$ cat src/rtl/iarb_pkg.sv
package iarb_pkg;
  localparam int LVL_W = 3;
  localparam int ID_W  = 4;
  localparam int N_LOC = 3;

  typedef logic [LVL_W-1:0] lvl_t;
  typedef logic [ID_W-1:0]  arb_id_t;

  localparam arb_id_t HOME_ID_RST = 4'hF;
  localparam arb_id_t PEER_ID_RST = 4'h0;

  localparam int LOC_TMR = 0;
  localparam int LOC_PIN = 1;
  localparam int LOC_EDG = 2;
endpackage

$ cat src/rtl/iarb_id_bank.sv
module iarb_id_bank
  import iarb_pkg::*;
#(
  parameter int N_MOD = 4,
  parameter int MOD_W = 2
) (
  input  logic             clk,
  input  logic             rst_n,
  input  logic             wr_en,
  input  logic [MOD_W-1:0] wr_sel,
  input  arb_id_t          wr_id,
  output arb_id_t          ids [N_MOD],
  output logic             dup_err
);

  for (genvar g = 0; g < N_MOD; g++) begin : g_id
    localparam arb_id_t RST_VAL = (g == 0) ? HOME_ID_RST : PEER_ID_RST;
    logic    id_en;
    arb_id_t id_d;
    arb_id_t id_q;

    always_comb begin
      id_en = wr_en && (wr_sel == MOD_W'(g));
      id_d  = wr_id;
    end

    always_ff @(posedge clk or negedge rst_n) begin
      if (!rst_n)     id_q <= RST_VAL;
      else if (id_en) id_q <= id_d;
    end

    assign ids[g] = id_q;

    AST_ID_WRITE: assert property (@(posedge clk) disable iff (!rst_n)
      (wr_en && wr_sel == MOD_W'(g)) |=> id_q == $past(wr_id));
  end

  always_comb begin
    dup_err = 1'b0;
    for (int i = 0; i < N_MOD; i++) begin
      for (int j = i + 1; j < N_MOD; j++) begin
        if (ids[i] == ids[j] && ids[i] != '0) dup_err = 1'b1;
      end
    end
  end

endmodule

$ cat src/rtl/iarb_home_src.sv
module iarb_home_src
  import iarb_pkg::*;
(
  input  logic             tmr_req,
  input  lvl_t             tmr_lvl,
  input  lvl_t             pin_lvl,
  input  lvl_t             edg_lvl,
  input  lvl_t             ack_lvl,
  output logic             home_hit,
  output logic [N_LOC-1:0] loc_sel
);

  logic tmr_hit, pin_hit, edg_hit;

  always_comb begin
    tmr_hit = tmr_req && (tmr_lvl != '0) && (tmr_lvl == ack_lvl);
    pin_hit = (pin_lvl != '0) && (pin_lvl == ack_lvl);
    edg_hit = (edg_lvl != '0) && (edg_lvl == ack_lvl);

    loc_sel = '0;
    if (tmr_hit)      loc_sel[LOC_TMR] = 1'b1;
    else if (pin_hit) loc_sel[LOC_PIN] = 1'b1;
    else if (edg_hit) loc_sel[LOC_EDG] = 1'b1;

    home_hit = tmr_hit || pin_hit || edg_hit;
  end

endmodule

$ cat src/rtl/iarb_pick.sv
module iarb_pick
  import iarb_pkg::*;
#(
  parameter int N_MOD = 4
) (
  input  logic [N_MOD-1:0] contend,
  input  arb_id_t          ids [N_MOD],
  output logic [N_MOD-1:0] win,
  output logic             any
);

  arb_id_t best;
  int      sel;

  always_comb begin
    best = '0;
    sel  = 0;
    for (int i = 0; i < N_MOD; i++) begin
      if (contend[i] && ids[i] > best) begin
        best = ids[i];
        sel  = i;
      end
    end
    any = |contend;
    win = '0;
    if (any) win[sel] = 1'b1;
  end

endmodule

$ cat src/rtl/iack_arbiter.sv
module iack_arbiter
  import iarb_pkg::*;
#(
  parameter int N_MOD = 4,
  parameter int MOD_W = $clog2(N_MOD)
) (
  input  logic                       clk,
  input  logic                       rst_n,
  input  logic                       id_wr_en,
  input  logic [MOD_W-1:0]           id_wr_sel,
  input  logic [ID_W-1:0]            id_wr_val,
  input  logic                       tmr_req,
  input  logic [LVL_W-1:0]           tmr_lvl,
  input  logic [LVL_W-1:0]           pin_lvl,
  input  logic [LVL_W-1:0]           edg_lvl,
  input  logic [LVL_W*(N_MOD-1)-1:0] peer_lvl,
  input  logic                       ack_start,
  input  logic [LVL_W-1:0]           ack_lvl,
  input  logic                       ack_done,
  output logic [N_MOD-1:0]           grant,
  output logic [N_LOC-1:0]           home_src,
  output logic                       no_taker,
  output logic                       cfg_err
);

  // reset: asserted asynchronously, released on a clock edge
  logic rst_meta, rst_sync;
  always_ff @(posedge clk or negedge rst_n) begin
    if (!rst_n) begin
      rst_meta <= 1'b0;
      rst_sync <= 1'b0;
    end else begin
      rst_meta <= 1'b1;
      rst_sync <= rst_meta;
    end
  end

  arb_id_t          ids [N_MOD];
  logic             home_hit;
  logic [N_LOC-1:0] loc_sel;
  logic [N_MOD-1:0] contend;
  logic [N_MOD-1:0] win;
  logic             any;

  iarb_id_bank #(.N_MOD(N_MOD), .MOD_W(MOD_W)) u_ids (
    .clk     (clk),
    .rst_n   (rst_sync),
    .wr_en   (id_wr_en),
    .wr_sel  (id_wr_sel),
    .wr_id   (id_wr_val),
    .ids     (ids),
    .dup_err (cfg_err)
  );

  iarb_home_src u_home (
    .tmr_req  (tmr_req),
    .tmr_lvl  (tmr_lvl),
    .pin_lvl  (pin_lvl),
    .edg_lvl  (edg_lvl),
    .ack_lvl  (ack_lvl),
    .home_hit (home_hit),
    .loc_sel  (loc_sel)
  );

  assign contend[0] = (ids[0] != '0) && home_hit;
  for (genvar g = 1; g < N_MOD; g++) begin : g_peer
    lvl_t lvl;
    assign lvl        = peer_lvl[(g-1)*LVL_W +: LVL_W];
    assign contend[g] = (ids[g] != '0) && (lvl != '0) && (lvl == ack_lvl);
  end

  iarb_pick #(.N_MOD(N_MOD)) u_pick (
    .contend (contend),
    .ids     (ids),
    .win     (win),
    .any     (any)
  );

  // acknowledge cycle capture
  logic             busy_q, busy_d;
  logic [N_MOD-1:0] grant_q, grant_d;
  logic [N_LOC-1:0] src_q, src_d;
  logic             none_q, none_d;
  logic             cap_en, clr_en, upd_en;

  always_comb begin
    cap_en  = !busy_q && ack_start;
    clr_en  = busy_q && ack_done;
    upd_en  = cap_en || clr_en;
    busy_d  = 1'b0;
    grant_d = '0;
    src_d   = '0;
    none_d  = 1'b0;
    if (cap_en) begin
      busy_d  = 1'b1;
      grant_d = win;
      src_d   = win[0] ? loc_sel : '0;
      none_d  = !any;
    end
  end

  always_ff @(posedge clk or negedge rst_sync) begin
    if (!rst_sync) begin
      busy_q  <= 1'b0;
      grant_q <= '0;
      src_q   <= '0;
      none_q  <= 1'b0;
    end else if (upd_en) begin
      busy_q  <= busy_d;
      grant_q <= grant_d;
      src_q   <= src_d;
      none_q  <= none_d;
    end
  end

  assign grant    = grant_q;
  assign home_src = src_q;
  assign no_taker = none_q;

  AST_GRANT_ONEHOT: assert property (@(posedge clk) disable iff (!rst_sync)
    $onehot0(grant_q));
  AST_NONE_NO_GRANT: assert property (@(posedge clk) disable iff (!rst_sync)
    none_q |-> grant_q == '0);
  AST_SRC_NEEDS_HOME: assert property (@(posedge clk) disable iff (!rst_sync)
    (src_q != '0) |-> (grant_q[0] && $countones(src_q) == 1));
  AST_HOLD_IN_CYCLE: assert property (@(posedge clk) disable iff (!rst_sync)
    (busy_q && !ack_done) |=> ($stable(grant_q) && $stable(src_q) && $stable(none_q)));
  AST_IDLE_QUIET: assert property (@(posedge clk) disable iff (!rst_sync)
    !busy_q |-> (grant_q == '0 && !none_q));

endmodule

$ cat config.mk
export PLATFORM = sky130hd
export DESIGN_NAME = iack_arbiter
export DESIGN_NICKNAME = d
export VERILOG_FILES = /design/src/rtl/iarb_pkg.sv /design/src/rtl/iarb_id_bank.sv /design/src/rtl/iarb_home_src.sv /design/src/rtl/iarb_pick.sv /design/src/rtl/iack_arbiter.sv
export SDC_FILE = /design/constraint.sdc
export NUM_CORES = 1
export LEC_CHECK = 0
export BUFFER_PORTS_ARGS = -buffer_cell sky130_fd_sc_hd__clkbuf_2
export CAP_MARGIN = 30
export CORE_MARGIN = 5
export CORE_UTILIZATION = 50
export DETAILED_ROUTE_END_ITERATION = 8
export PLACE_DENSITY = 0.89
export SYNTH_ARGS = -nofsm -noshare
export SYNTH_HDL_FRONTEND = slang
export SYNTH_SLANG_ARGS = --single-unit
$ cat constraint.sdc
create_clock -name clk -period 1.7 [get_ports clk]
set_clock_uncertainty 0.1 [all_clocks]
set_input_delay 0.255 -clock clk [delete_from_list [all_inputs] [get_ports clk]]
set_output_delay 0.255 -clock clk [all_outputs]
set_load 0.005 [all_outputs]
# After elaboration in Yosys (flattened, before gate mapping)
# Cells that the tools add are included.
# totals
reg_bits,27
in_bits,33
output_inout_bits,9
elab_cells,101
# classes
order_cmp,6
eq_ne,15
muxes,25
reduce_logical,45
# op_table
op,n
$logic_and A1 B1 Y1,28
$eq A4 B4 Y1,6
$mux W4,5
$eq A3 B3 Y1,6
$reduce_bool A3 Y1,6
$reduce_bool A4 Y1,4
$mux W1,14
$gt A4 B4 Y1,3
$mux W2,3
$mux W3,2
$eq A2 B2 Y1 const B,2
$gt A4 B1 Y1 const B,1
$reduce_or A4 Y1,1
$logic_or A1 B1 Y1,3
$lt A2 B3 Y1 const B,1
$demux W1 S2,1
$eq A2 B1 Y1 const B,1
$ge A2 B1 Y1 const B,1
$logic_not A1 Y1,2
$logic_not A2 Y1,1

# Longest topological paths before layout
# logic_depth
word_depth,24
mapped_depth,25
ltp_nobuf,24

# Cells and area by module
# From an unflattened synthesis, not the netlist that was laid out.
# hier_totals
cells_unflattened,244
hier_area_um2,2327.2
# by_module_without_submodules
mod,instances,cells_each,area_per_inst_um2,seq_area_each_um2
iarb_id_bank,1,77,929.6,405.4
iack_arbiter,1,72,663.1,275.3
iarb_pick,1,74,564.3,0.0
iarb_home_src,1,21,170.2,0.0

# Worst setup path after synthesis
# No wires, ideal clock.
# synth_timing
path_type,input to register
start,input ack_lvl[0]
end,register src_q[1] (netlist: home_src[1])
arrival_time_ns,4.566
required_ns,1.504
setup_slack_ns,-3.062
path_stages,22
n_path_buf,1
cell_sequence,buf_6 or3_1 nand4_1 o211ai_2 and2_1 ha_1 inv_1 a21oi_1 o21ai_0 nand3_4 mux2_2 ha_1 nand2_1 o21ai_0 nand3_1 a21o_1 ha_1 a21o_1 a211o_1 a31oi_1 o2111ai_2 o31ai_1
# synth_between
elab_chain_len,23
word_cells_on_any_way,39
# synth_rtl
element,line,rtl
from (decl),iack_arbiter.sv:18,"input logic [LVL_W-1:0] ack_lvl,"
"$eq A3 B3 Y1, on equally long branches","iarb_home_src.sv:16, iarb_home_src.sv:17",
"$logic_and A1 B1 Y1, on equally long branches","iarb_home_src.sv:16, iarb_home_src.sv:17",
$logic_or A1 B1 Y1 (2 in a row),iarb_home_src.sv:25,home_hit = tmr_hit || pin_hit || edg_hit;
$logic_and A1 B1 Y1,iack_arbiter.sv:65,assign contend[0] = (ids[0] != '0) && home_hit;
$logic_and A1 B1 Y1,iarb_pick.sv:19,if (contend[i] && ids[i] > best) begin
$mux W4,iarb_pick.sv:19,
$gt A4 B4 Y1,iarb_pick.sv:19,
$logic_and A1 B1 Y1,iarb_pick.sv:19,
[... 6 more ...],--,
$mux W2,iarb_pick.sv:19,
$lt A2 B3 Y1 (not written as such) or $ge A2 B1 Y1 (tied branches),iarb_pick.sv:26,if (any) win[sel] = 1'b1;
$logic_and A1 B1 Y1 (not written as such),iarb_pick.sv:26,
$mux W1 (not written as such),iarb_pick.sv:26,
$demux W1 S2,--,
$mux W4,iarb_pick.sv:26,
$mux W3 *,iack_arbiter.sv:97,src_d = win[0] ? loc_sel : '0;
$mux W3 *,iack_arbiter.sv:94,if (cap_en) begin
to (signal assigned),iack_arbiter.sv:111,src_q <= src_d;
to (decl),iack_arbiter.sv:82,"logic [N_LOC-1:0] src_q, src_d;"
# Mark *: on every way between the ends. The rest lies on a longest branch, timed or not.
# A chain may end at the register's enable or synchronous reset.

# Final worst setup path
# layout_timing
start,input ack_lvl[2]
end,register src_q[1] (netlist: home_src[1])
# The elaborated chain is that of the path after synthesis.

==> flow_summary_export.csv <==
group,metric,value,unit
run_status,status,"finished with violations",
run_status,violations,"negative setup slack",
sta,max_freq,0.224,GHz
placement,io_buffers,41,
die,fp.dieW,74.5,um
sta,min_period,4.46,ns
global_routing,grt_pass1_vias,2275,
cells_and_area,areaGrowthSynthToFinish,52.3,%
power_and_ir_drop,peakVddDrop,585,uV
cells_and_area,diodes,0,
cts,cts.sinks,27,
detailed_routing,drt_iter0_markers,158,
cells_and_area,final_cells,363,
global_routing,grt_usage,26.6,%
worst_setup_path,path_class,"input pin to flop",
logic_synthesis,synth_fp_nets,264,
cts,cts_tree,"done",
global_routing,antenna_found_initial,0,
power_and_ir_drop,p_total,2940,uW
cts,cts.path.max_buffers,2,
worst_setup_path,worst_path_max_delay_cell,"or3_4",
cts,cts_root_buf,"clkbuf_8",
die,dieHeight,74.5,um
sta,finalSetupViolations,9,
worst_setup_path,critical-path-top-cell-by-count,"ha_4",
worst_setup_path,critPathArrivalTime,4.57,ns
worst_setup_path,r2r_start,"u_ids.g_id[1].id_q[1]",
detailed_routing,drc,0,
cells_and_area,fin_nets,359,
worst_setup_path,crit_start,"ack_lvl[2]",
sta,fin_ws,-2.76,ns
worst_setup_path,path_max_fanout,8,
logic_synthesis,synthArstFlopShare,100,%
sta,fin_crit_sh,263,%
cells_and_area,fin_area,0.00317,sq mm
logic_synthesis,synthFlopType,"dfrtp_1",
cts,cts-buffers-inserted,3,
logic_synthesis,ys_seq_elements,27,
sta,drv_slew,0,
logic_synthesis,yosysSeqAreaShare,32.7,%
sta,rsz0062_at_grt,"yes",
worst_setup_path,worst-path-buf-inv,3,
cells_and_area,final_layout_size_suffix_gt1_share,56.2,%
placement,hpwl,4.57,mm
power_and_ir_drop,p_leak,0.00141,uW
detailed_routing,vias,2088,
sta,finalHoldViolCount,0,
logic_synthesis,yosysTopAreaCell,"dfrtp_1",
global_routing,grt_max_degree,26,
logic_synthesis,yosysWarningCount,0,
placement,gp_congestion,0.902,
die,dieArea,0.00555,sq mm
logic_synthesis,synth_edf_count,0,
logic_synthesis,synth_area_leaders,"dfrtp_1 (28%), xnor2_1 (13%), mux2_2 (10%)",
worst_setup_path,cp_data_required_time,1.81,ns
worst_setup_path,cpPeakStageDelay,0.37,ns
die,row_count,23,
placement,dp_cells,344,
sta,hold_slack,0.0504,ns
worst_setup_path,end_kind,"flop",
die,initial_core_util,51.7,%
logic_synthesis,syn-instance-count,219,
cts,clk_latency,0.28,ns
logic_synthesis,synth_cell_type_count,43,
global_routing,grt_pass1_wl,11.0,mm
placement,place_area,0.00278,sq mm
power_and_ir_drop,powerDensity,926,mW/mm^2
worst_hold_path,hp-class,"input pin to flop",
cts,clk_pin_slew,0.10,ns
logic_synthesis,synth_top_area_share,27.6,%
cts,htree_levels,1,
detailed_routing,wl,7.05,mm
detailed_routing,drt_pass1_iterations,4,
detailed_routing,ant_nets,0,
worst_hold_path,hp-start,"ack_done",
worst_setup_path,critPathLaunchType,"input pin",
sta,tns,-19.34,ns
global_routing,grt_overflow_total,0,
detailed_routing,vias_per_cell,5.75,
cells_and_area,fill_cells,258,
logic_synthesis,avgSynthCellArea,9.51,sq um
die,core,0.00403,sq mm
worst_setup_path,critical_path.top_delay_family,"compound AO/OA/AOI/OAI gates",
logic_synthesis,synth_area,0.00208,sq mm
detailed_routing,routedWlPerCell,19.4,um
run,max-cap-violations,0,
die,ioPinCount,42,
worst_setup_path,cp_cell_sequence,"clkbuf_16 -> or3_4 -> nand4_1 -> o211ai_4 -> and2_4 -> ha_4 -> inv_2 -> a21oi_2 -> o21ai_2 -> nand3_4 -> mux2_4 -> ha_4 -> a21oi_4 -> o21ai_2 -> nand3_4 -> buf_6 -> mux2_4 -> ha_4 -> nand4_1 -> a31oi_4 -> o2111ai_4 -> o31ai_4",
[sequential cells by signal, indices dropped and copies added, names as in the netlist]
signal / cells
u_ids.g_id.id_q: 16
grant: 4
home_src: 3
busy_q: 1
no_taker: 1
rst_meta: 1
rst_sync: 1
[timing repair]
action / 4_1_cts / 5_1_grt
endpoints found under the hold margin: 2 / 0
gates resized for setup: 26 / 14
pin swaps: 31 / 21
hold buffers: 1 / 0
setup buffers: 11 / 4
setup endpoints to repair: 9 / 9
[final timing paths]
path,to,slack (ns),cells past startpoint
setup / recovery,home_src[1],-2.76,22
min in group asynchronous,u_ids.g_id[1].id_q[2],0.14,1
setup reg to reg,home_src[1],-2.54,16
max in group asynchronous,u_ids.g_id[0].id_q[1],1.06,1
hold reg to reg,u_ids.g_id[1].id_q[2],0.14,1
hold / removal,busy_q,0.05,2
[kinds of logic (layout without fill, tap and decap cells)]
logic type | Yosys count | count (layout) | synth area share (%)
DFF | 27 | 27 | 32.7
muxes | 21 | 21 | 11.7
and+or+nand+nor | 60 | 60 | 15.1
adders and majority gates | 12 | 12 | 7.21
buffers and inverters | 26 | 120 | 5.89
other | 1 | 1 | 0.180
xor gates and xnor gates | 37 | 37 | 15.6
AOI/OAI and AO/OA | 35 | 35 | 11.6
[metrics by stage]
step                setup slack [ns]  utilization [%]
CTS                            -2.65             76.0
global route                   -2.97             78.7
finish                         -2.76             78.7
detailed placement             -3.08             68.9
global placement               -2.81             68.9
floorplan                      -2.70                -
[worst register-to-register path, cell delays in order, from the launching register on]
cell and delay (ns):
dfrtp_1 0.50, nor4_2 0.09, or3_1 0.39, a21oi_2 0.21, nand3_4 0.15, mux2_4 0.36
ha_4 0.28, a21oi_4 0.05, o21ai_2 0.18, nand3_4 0.15, buf_6 0.17, mux2_4 0.31
ha_4 0.28, nand4_1 0.20, a31oi_4 0.29, o2111ai_4 0.21, o31ai_4 0.26
[layout by cell type, fill, tap and decap left out, drive strengths merged, types with 2 or more instances in the layout]
cell,synthesis,layout
a21oi,8,8
a31oi,2,2
ha,12,12
inv,11,12
nor4,2,2
dfrtp,23,23
dfstp,4,4
or3,5,5
nand3,8,8
a2111oi,2,2
xnor2,30,30
nand2,20,20
nand4,10,10
buf,12,65
o31ai,3,3
mux2,21,21
clkbuf,3,42
o21ai,8,8
a21o,4,4
xor2,7,7
nor2,7,7
nand3b,2,2
[cells in the mapped netlist (2+ instances only)]
cell       count
clkbuf_1       3
buf_6          2
inv_1         11
dfrtp_1       23
nor4_1         2
mux2_2        19
nand4_1       10
buf_1          2
nand3b_1       2
xor2_1         7
nand2_1       20
nor2_1         7
or3_1          5
buf_2          8
a31oi_1        2
ha_1          12
a2111oi_0      2
xnor2_1       30
a21oi_1        7
a21o_1         4
mux2_4         2
o21ai_0        7
nand3_1        7
o31ai_1        3
dfstp_2        4
[power breakdown]
part	internal (uW)	switching [uW]	leakage [uW]	total, uW
clock network	173	227	0.0000261	400
logic	879	807	0.00106	1690
registers	752	97.1	0.000328	849
total	1800	1130	0.00141	2930
[layout make-up]
cell class                 count  area (sq um)  share of cell area [%]
sequential                    27           681                    21.5
timing repair buffer         105           728                    23.0
tap                           50          62.6                    1.97
clock inverter                 1          8.76                   0.276
inverter                      11          41.3                    1.30
multi-input combinational    166          1610                    50.7
clock buffer                   3          41.3                    1.30
[layer usage]
metal / track usage (%) / vias to the layer above / part of all wire [%]
li1: - / 949 / -
met1: 28.1 / 1010 / 38
met2: 48.7 / 93 / 52
met3: 5.27 / 36 / 5.3
met4: 15.2 / 0 / 5.0
met5: 0 / - / 0
No activity file was read; power rests on OpenSTA's default activity.
